**src/rtl/ee_i2c_pkg.sv**
```systemverilog
package ee_i2c_pkg;
  typedef enum logic [2:0] {
    PH_IDLE,
    PH_CMD,
    PH_ADDR,
    PH_WDATA,
    PH_RDATA,
    PH_ACK,
    PH_MACK,
    PH_SKIP
  } phase_t;

  localparam int BYTE_BITS = 8;
endpackage

```
**src/rtl/ee_i2c_linecond.sv**
```systemverilog
module ee_i2c_linecond #(
  parameter int STAGES = 2
) (
  input  logic clk,
  input  logic rst,
  input  logic scl_i,
  input  logic sda_i,
  output logic scl_o,
  output logic sda_o,
  output logic scl_rise_o,
  output logic scl_fall_o,
  output logic start_o,
  output logic stop_o
);
  logic [STAGES-1:0] scl_p;
  logic [STAGES-1:0] sda_p;
  logic scl_q;
  logic sda_q;

  generate
    if (STAGES == 1) begin : g_one
      always_ff @(posedge clk) begin
        if (rst) begin
          scl_p <= 1'b1;
          sda_p <= 1'b1;
        end else begin
          scl_p <= scl_i;
          sda_p <= sda_i;
        end
      end
    end else begin : g_many
      always_ff @(posedge clk) begin
        if (rst) begin
          scl_p <= '1;
          sda_p <= '1;
        end else begin
          scl_p <= {scl_p[STAGES-2:0], scl_i};
          sda_p <= {sda_p[STAGES-2:0], sda_i};
        end
      end
    end
  endgenerate

  always_ff @(posedge clk) begin
    if (rst) begin
      scl_q <= 1'b1;
      sda_q <= 1'b1;
    end else begin
      scl_q <= scl_p[STAGES-1];
      sda_q <= sda_p[STAGES-1];
    end
  end

  assign scl_o      = scl_p[STAGES-1];
  assign sda_o      = sda_p[STAGES-1];
  assign scl_rise_o = scl_o & ~scl_q;
  assign scl_fall_o = ~scl_o & scl_q;
  assign start_o    = scl_o & scl_q & sda_q & ~sda_o;
  assign stop_o     = scl_o & scl_q & ~sda_q & sda_o;
endmodule

```
**src/rtl/ee_i2c_addrctr.sv**
```systemverilog
module ee_i2c_addrctr #(
  parameter int ADDR_W = 11,
  parameter int PAGE_W = 4
) (
  input  logic              clk,
  input  logic              rst,
  input  logic              load_hi,
  input  logic [ADDR_W-9:0] hi_val,
  input  logic              load_lo,
  input  logic [7:0]        lo_val,
  input  logic              inc_page,
  input  logic              inc_lin,
  output logic [ADDR_W-1:0] addr_o
);
  localparam int HI_W = ADDR_W - 8;

  always_ff @(posedge clk) begin
    if (rst) begin
      addr_o <= '0;
    end else if (load_hi) begin
      addr_o[ADDR_W-1:8] <= hi_val;
    end else if (load_lo) begin
      addr_o[7:0] <= lo_val;
    end else if (inc_page) begin
      addr_o[PAGE_W-1:0] <= addr_o[PAGE_W-1:0] + 1'b1;
    end else if (inc_lin) begin
      addr_o <= addr_o + 1'b1;
    end
  end

  if (HI_W < 1) begin : g_bad_width
    initial $error("address width must exceed 8");
  end
endmodule

```
**src/rtl/ee_i2c_slave.sv**
```systemverilog
module ee_i2c_slave
  import ee_i2c_pkg::*;
#(
  parameter int ADDR_W      = 11,
  parameter int PAGE_W      = 4,
  parameter int SYNC_STAGES = 2
) (
  input  logic              clk,
  input  logic              rst,
  input  logic              scl_i,
  input  logic              sda_i,
  output logic              sda_oe_o,
  input  logic [2:0]        chip_sel_i,
  input  logic              busy_i,
  output logic              wr_valid_o,
  output logic [ADDR_W-1:0] wr_addr_o,
  output logic [7:0]        wr_data_o,
  output logic              commit_o,
  output logic              rd_req_o,
  output logic [ADDR_W-1:0] rd_addr_o,
  input  logic              rd_ack_i,
  input  logic [7:0]        rd_data_i
);
  localparam int HI_W = ADDR_W - 8;

  logic scl_s, sda_s, scl_rise, scl_fall, start_c, stop_c;
  phase_t ph, ph_after;
  logic [3:0] bitcnt;
  logic [BYTE_BITS-1:0] rxsh, txsh, txbuf;
  logic wrote, mack_ok;
  logic [ADDR_W-1:0] ctr;

  logic byte_end, cmd_hit, cmd_read;
  logic ld_hi, ld_lo, inc_pg, rd_fetch;

  ee_i2c_linecond #(.STAGES(SYNC_STAGES)) u_cond (
    .clk        (clk),
    .rst        (rst),
    .scl_i      (scl_i),
    .sda_i      (sda_i),
    .scl_o      (scl_s),
    .sda_o      (sda_s),
    .scl_rise_o (scl_rise),
    .scl_fall_o (scl_fall),
    .start_o    (start_c),
    .stop_o     (stop_c)
  );

  always_comb begin
    byte_end = scl_fall && (bitcnt == 4'd8);
    cmd_hit  = rxsh[7] && (rxsh[6:4] == chip_sel_i) && !busy_i;
    cmd_read = rxsh[0];
    ld_hi    = (ph == PH_CMD) && byte_end && cmd_hit && !cmd_read;
    ld_lo    = (ph == PH_ADDR) && byte_end;
    inc_pg   = (ph == PH_WDATA) && byte_end;
    rd_fetch = ((ph == PH_CMD) && byte_end && cmd_hit && cmd_read) ||
               ((ph == PH_MACK) && scl_rise && !sda_s);
  end

  ee_i2c_addrctr #(.ADDR_W(ADDR_W), .PAGE_W(PAGE_W)) u_ctr (
    .clk      (clk),
    .rst      (rst),
    .load_hi  (ld_hi),
    .hi_val   (rxsh[HI_W:1]),
    .load_lo  (ld_lo),
    .lo_val   (rxsh),
    .inc_page (inc_pg),
    .inc_lin  (rd_fetch),
    .addr_o   (ctr)
  );

  always_ff @(posedge clk) begin
    if (rst) txbuf <= '0;
    else if (rd_ack_i) txbuf <= rd_data_i;
  end

  always_ff @(posedge clk) begin
    if (rst) begin
      ph         <= PH_IDLE;
      ph_after   <= PH_IDLE;
      bitcnt     <= '0;
      rxsh       <= '0;
      txsh       <= '0;
      wrote      <= 1'b0;
      mack_ok    <= 1'b0;
      sda_oe_o   <= 1'b0;
      wr_valid_o <= 1'b0;
      wr_addr_o  <= '0;
      wr_data_o  <= '0;
      commit_o   <= 1'b0;
      rd_req_o   <= 1'b0;
      rd_addr_o  <= '0;
    end else begin
      wr_valid_o <= 1'b0;
      commit_o   <= 1'b0;
      rd_req_o   <= rd_fetch;
      if (rd_fetch) rd_addr_o <= ctr;
      if (start_c) begin
        ph       <= PH_CMD;
        bitcnt   <= '0;
        sda_oe_o <= 1'b0;
        wrote    <= 1'b0;
      end else if (stop_c) begin
        ph       <= PH_IDLE;
        bitcnt   <= '0;
        sda_oe_o <= 1'b0;
        commit_o <= wrote;
        wrote    <= 1'b0;
      end else begin
        case (ph)
          PH_CMD, PH_ADDR, PH_WDATA: begin
            if (scl_rise && bitcnt < 4'd8) begin
              rxsh   <= {rxsh[6:0], sda_s};
              bitcnt <= bitcnt + 1'b1;
            end
            if (byte_end) begin
              if (ph == PH_CMD) begin
                if (cmd_hit) begin
                  sda_oe_o <= 1'b1;
                  ph       <= PH_ACK;
                  ph_after <= cmd_read ? PH_RDATA : PH_ADDR;
                end else begin
                  ph <= PH_SKIP;
                end
              end else begin
                sda_oe_o <= 1'b1;
                ph       <= PH_ACK;
                ph_after <= PH_WDATA;
                if (ph == PH_WDATA) begin
                  wr_valid_o <= 1'b1;
                  wr_addr_o  <= ctr;
                  wr_data_o  <= rxsh;
                  wrote      <= 1'b1;
                end
              end
            end
          end
          PH_ACK: begin
            if (scl_fall) begin
              bitcnt <= '0;
              ph     <= ph_after;
              if (ph_after == PH_RDATA) begin
                sda_oe_o <= ~txbuf[7];
                txsh     <= {txbuf[6:0], 1'b0};
              end else begin
                sda_oe_o <= 1'b0;
              end
            end
          end
          PH_RDATA: begin
            if (scl_rise) bitcnt <= bitcnt + 1'b1;
            if (scl_fall) begin
              if (bitcnt == 4'd8) begin
                sda_oe_o <= 1'b0;
                ph       <= PH_MACK;
              end else if (bitcnt != 4'd0) begin
                sda_oe_o <= ~txsh[7];
                txsh     <= {txsh[6:0], 1'b0};
              end
            end
          end
          PH_MACK: begin
            if (scl_rise) mack_ok <= !sda_s;
            if (scl_fall) begin
              if (mack_ok) begin
                ph       <= PH_RDATA;
                bitcnt   <= '0;
                sda_oe_o <= ~txbuf[7];
                txsh     <= {txbuf[6:0], 1'b0};
              end else begin
                ph <= PH_SKIP;
              end
            end
          end
          default: ;
        endcase
      end
    end
  end
endmodule

```
**config.mk**
```make
export PLATFORM = sky130hd
export DESIGN_NAME = ee_i2c_slave
export DESIGN_NICKNAME = d
export VERILOG_FILES = /design/src/rtl/ee_i2c_pkg.sv /design/src/rtl/ee_i2c_linecond.sv /design/src/rtl/ee_i2c_addrctr.sv /design/src/rtl/ee_i2c_slave.sv
export SDC_FILE = /design/constraint.sdc
export NUM_CORES = 1
export LEC_CHECK = 0
export BUFFER_PORTS_ARGS = -buffer_cell sky130_fd_sc_hd__buf_2
export CORE_ASPECT_RATIO = 1.1
export CORE_UTILIZATION = 52
export DETAILED_ROUTE_END_ITERATION = 8
export PLACE_DENSITY = 0.76
export SETUP_SLACK_MARGIN = 0.02
export SLEW_MARGIN = 15
export SYNTH_ARGS = -nofsm -noshare
export SYNTH_HDL_FRONTEND = slang
export SYNTH_SLANG_ARGS = --single-unit
```
**constraint.sdc**
```tcl
create_clock -name clk -period 1.8 [get_ports clk]
set_input_delay 0.09 -clock clk [delete_from_list [all_inputs] [get_ports clk]]
set_output_delay 0.09 -clock clk [all_outputs]
set_load 0.01 [all_outputs]
```
# Word-level counts from Yosys, hierarchy flattened
# Cells that the tools add are included.
# word_totals
regBits	87
input_bits	17
output_inout_bits	34
wordCells	163
# classes
n_addsub	3
magnitude_cmp	1
n_eq_ne	31
mux	46
n_bitwise	19
reduce_logical	40
# op_table
cell	n
$mux W8	8
$mux W3	11
$ne A2 B2 Y1 const B	15
$mux W4	6
$pmux W8 S3	1
$reduce_and A6 Y1	4
$ne A4 B4 Y1 const B	5
$pmux W4 S4	1
$mux W1	13
$eq A3 B3 Y1 const B	4
$logic_and A1 B1 Y1	12
$not A1 Y1	12
$pmux W3 S4	1
$reduce_and A4 Y1	3
$add A11 B1 Y11 const B	1
$mux W11	1
$reduce_and A10 Y1	1
$reduce_or A3 Y1	3
$add A4 B1 Y4 const B	2
$reduce_and A8 Y1	1
$reduce_bool A4 Y1	2
$and A1 B1 Y1	7
$mux W7	1
$eq A3 B2 Y1 const B	2
other kinds (16)	23

# Longest topological paths before layout
# depth
ltp_word	11
mapped_depth	9
ltp_nobuf	7

# By module
# From an unflattened synthesis, not the netlist that was laid out.
# unflattened
hier_cells	440
hier_area_um2	3975.1
# modules_own_cells
mod	n_inst	cells_per_inst	area_per_inst_um2	seq_area_each_um2
ee_i2c_slave	1	336	3059.2	1381.3
ee_i2c_addrctr	1	88	725.7	220.2
ee_i2c_linecond	1	16	190.2	120.1

# Least setup slack after synthesis
# OpenSTA, ideal clock, no wires.
# synth_timing
path_type	reg-to-reg
startpoint	register ph[2]
endpoint	register u_ctr.addr_o[8]
setup_ns	0.091
t_arrival_ns	1.910
required_time_ns	1.709
setup_slack_ns	-0.201
stages_incl_launch_ff	7
n_path_buf	1
period_less_slack_ns	2.001
cell_sequence	dfxtp_1 buf_4 nand2_1 or4_1 o31a_1 or4_1 a311oi_1
# synth_between
elab_chain_len	7
elab_cells_between_ends	18
classes_between	eq/ne: 6; mux: 1; reduce/logical: 11
# synth_lines
item	line	text
start, declared	ee_i2c_slave.sv:27	phase_t ph, ph_after;
start signal, assigned	ee_i2c_slave.sv:141	ph <= ph_after;
$eq A3 B1 Y1	ee_i2c_slave.sv:53, ee_i2c_slave.sv:56	
$logic_and A1 B1 Y1 (2 in a row)	ee_i2c_slave.sv:53, ee_i2c_slave.sv:56	
$logic_and A1 B1 Y1	ee_i2c_slave.sv:56	rd_fetch = ((ph == PH_CMD) && byte_end && cmd_hit && cmd_read) ||
$logic_or A1 B1 Y1	ee_i2c_slave.sv:56	
$reduce_bool A2 Y1 (no source line)	--	
$reduce_and A3 Y1 (no source line)	--	
end signal, assigned by index	ee_i2c_addrctr.sv:21	addr_o[ADDR_W-1:8] <= hi_val;
end signal, assigned by index	ee_i2c_addrctr.sv:25	addr_o[PAGE_W-1:0] <= addr_o[PAGE_W-1:0] + 1'b1;
end signal, assigned	ee_i2c_addrctr.sv:27	addr_o <= addr_o + 1'b1;
end, declared	ee_i2c_addrctr.sv:13	output logic [ADDR_W-1:0] addr_o
# Parallel ways exist; a longest one is shown, timed or not.
# A chain may end at the register's enable or synchronous reset.

# Worst setup path in the final report
# layout_timing
startpoint	register ph[2]
endpoint	register u_ctr.addr_o[1]
# layout_between
elab_chain_len	7
elab_cells_between_ends	18
classes_between	eq/ne: 4; mux: 2; bitwise: 1; reduce/logical: 11
# layout_lines
item	line	text
$eq A3 B1 Y1	ee_i2c_slave.sv:53, ee_i2c_slave.sv:56	
$logic_and A1 B1 Y1 (2 in a row)	ee_i2c_slave.sv:53, ee_i2c_slave.sv:56	
$logic_and A1 B1 Y1	ee_i2c_slave.sv:56	
$logic_or A1 B1 Y1	ee_i2c_slave.sv:56	
$reduce_bool A3 Y1 (no source line)	--	
$reduce_and A2 Y1 (no source line)	--	
end signal, assigned	ee_i2c_addrctr.sv:23	addr_o[7:0] <= lo_val;
end signal, assigned by index	ee_i2c_addrctr.sv:25	
end signal, assigned	ee_i2c_addrctr.sv:27	
# Parallel ways exist; a longest one is shown, timed or not.

==> run metrics <==
outcome=finished, violations left; failing checks=setup timing; routability congestion estimate=about 0.94; worst slew pin tran=~0.37 ns; maximum capacitance violations=0; die width=84.6 um; clock latency on the worst-skew pair=approximately 0.36 ns; DRC viols=0; setup repair after global routing missed its margin=yes; area grow syn2layout=41.0%; Power Dens Cells=about 660 mW/mm^2; CP startpoint=ph[2]; dpl hpwl=7350 um; Setup CP Type=reg2reg; Antenna Nets Post-Route=0; EDFF count, synth=0; vias in the first global route=3669; syn_area_per_cell=slightly above 8 sq um; H-tree depth=3; sequential-to-total area share from yosys stat=0.441; Core ar.=0.00713 sq mm; maximum clock path buffer count=2; Cells after DPL=approximately 650; boundary pin count=between 50 and 60; Critical Path RT=2.04 ns; PortBufs=50; Clock Skew=about 0.01 ns; setup violators final=15; synthesized area=roughly 0.0039 sq mm; Via Count=3924; total CTS buffers=9; routed length per instance=roughly 16 um; Leakage=2.30 nW; ANT cells=0; critical path data arrival time=2.23 ns; Worst Path Max Fanout=6; library cells used by synthesis=60; CTS clk-pin slew, worst paths=around 0.090 ns; Syn. warnings=0; CTS tree=built; TNS Setup=-1.28 ns; FF-to-FF Start=ph[2]; max-slew violation count=0; hold_ws=around 0.16 ns; Post-synth top flop=dfxtp_1; layout cells sized above 1=0.379; setup ws final=-0.195 ns; drt initial violations=between 200 and 250; final hold viol count=0; minimum clock period=about 2.0 ns; crit end category=flip-flop; Starting Density=0.548; Startpoint Class=flip-flop; largest net degree at the start of global routing=70; Root Buffer=clkbuf_8; Mapped Cells=around 470; CTS Sinks=86; die area=slightly below 0.008 sq mm; Die H=a little over 90 um; nets@finish=617; Synth Net Count=between 400 and 500; Yosys reg bits=86; Post-synth ARST share=0; Hold Crit Class=in2reg; via density per instance=between 5 and 6; commonest non-fill, non-tap cell in the layout=nand2_1; Max VDD drop=around 0.54 mV; Tot GR Track Use=0.280; min-delay src=rd_ack_i; max_slew headroom=0.748; initial antenna violation count=0; commonest cells after routing, fill and taps aside=79 x nand2_1, 78 x dfxtp_1, 68 x buf_4; first-pass GRT wire length=approximately 17000 um; non-filler cells in the finished layout=around 690; fill cell count=approximately 490; fmax=around 500 MHz; part of the cycle the worst path needs=1.11; Routed Wire Length=11300 um; global route overflow=0; Cell Rows=32; drt first pass iters=7
[cells in the mapped netlist, drive strengths merged (3+ instances only)]
cell | instances | share of area
dfxtp | 86 | 0.44
nand2 | 86 | 0.083
a21oi | 50 | 0.064
nor2 | 47 | 0.045
clkbuf | 24 | 0.023
mux2i | 22 | 0.056
o21ai | 16 | 0.021
nand3 | 11 | 0.015
buf | 8 | 0.0099
nor2b | 8 | 0.013
o32ai | 8 | 0.018
inv | 7 | 0.0067
mux2 | 7 | 0.020
o31ai | 7 | 0.013
nand4 | 6 | 0.0096
or2 | 6 | 0.0096
nand2b | 5 | 0.0080
nor3 | 5 | 0.0064
or3 | 5 | 0.0080
nand3b | 4 | 0.0077
xnor2 | 4 | 0.0090
a311oi | 3 | 0.0067
ha | 3 | 0.0096
or4 | 3 | 0.0058
[area by class of cell]
type	instances	area, sq um	share of cell area
Sequential cell	86	1740	0.316
Inverter	7	26.3	0.00477
Multi-Input combinational cell	346	2330	0.423
Timing Repair Buffer	147	1090	0.198
Clock inverter	5	63.8	0.0116
Tap cell	85	106	0.0193
Clock buffer	11	151	0.0275
[path summary, 6_finish.rpt]
| check | endpoint | slack (ns) | cells past startpoint |
|---|---|---|---|
| setup reg to reg | u_ctr.addr_o[1] | -0.19 | 9 |
| hold / removal | txbuf[7] | 0.16 | 3 |
| hold reg to reg | u_cond.sda_p[1] | 0.42 | 1 |
| setup / recovery | u_ctr.addr_o[1] | -0.19 | 9 |
[kinds of logic (layout without fill, tap and decap cells)]
group	count (synthesis)	count (layout)	share of synthesized area
buffers and inverters	39	170	0.0401
flip-flops	86	86	0.441
adder cells (fa/ha/maj)	3	3	0.00962
AO/OA/AOI/OAI	106	106	0.172
AND/OR/NAND/NOR	204	204	0.252
XOR/XNOR	4	4	0.00897
multiplexers	29	29	0.0766
[flip-flops by register name, summed over array words and instances, names as in the netlist, 4 cells and up]
name          count
bitcnt            4
wr_data_o         8
txbuf             8
wr_addr_o        11
rxsh              8
rd_addr_o        11
u_ctr.addr_o     11
txsh              7
[per-stage QoR]
stage | power (mW) | cell area [sq um] | worst slack (ns) | utilization
6_report | 3.64 | 5500 | -0.195 | 0.772
5_1_grt | 3.74 | 5500 | -0.231 | 0.772
4_1_cts | 3.62 | 5230 | -0.142 | 0.734
3_5_place_dp | 2.16 | 4760 | -0.165 | 0.667
3_3_place_gp | 2.16 | 4760 | -0.124 | 0.667
2_1_floorplan | 2.08 | 3970 | -0.116 | -
[worst max-delay path, cell delays in order (launching register included)]
cell	delay, ns
dfxtp_4	0.38
buf_4	0.15
nor3b_4	0.25
buf_4	0.16
buf_6	0.10
and3_4	0.22
buf_4	0.11
mux2_2	0.33
a21oi_2	0.12
nor3_1	0.06
[repair_timing]
action                                 4_1_cts  5_1_grt
pin swaps                                   13       21
setup endpoints to repair                   50       40
endpoints found under the hold margin       11        0
buffers inserted                             3        9
hold buffers                                11        0
gates resized for setup                     32       49
[layer usage]
metal / vias to the layer above / global-route usage / share of wire
li1: 1908 / - / -
met1: 1855 / 0.361 / 0.45
met2: 136 / 0.481 / 0.49
met3: 25 / 0.0463 / 0.049
met4: 0 / 0.0847 / 0.020
met5: - / 0 / 0
[power breakdown]
| part | total [mW] | internal, mW | switching, mW |
|---|---|---|---|
| logic | 0.235 | 0.117 | 0.118 |
| registers | 1.93 | 1.92 | 0.0138 |
| clock network | 1.47 | 0.730 | 0.741 |
Power figures use the tool's default switching activity.
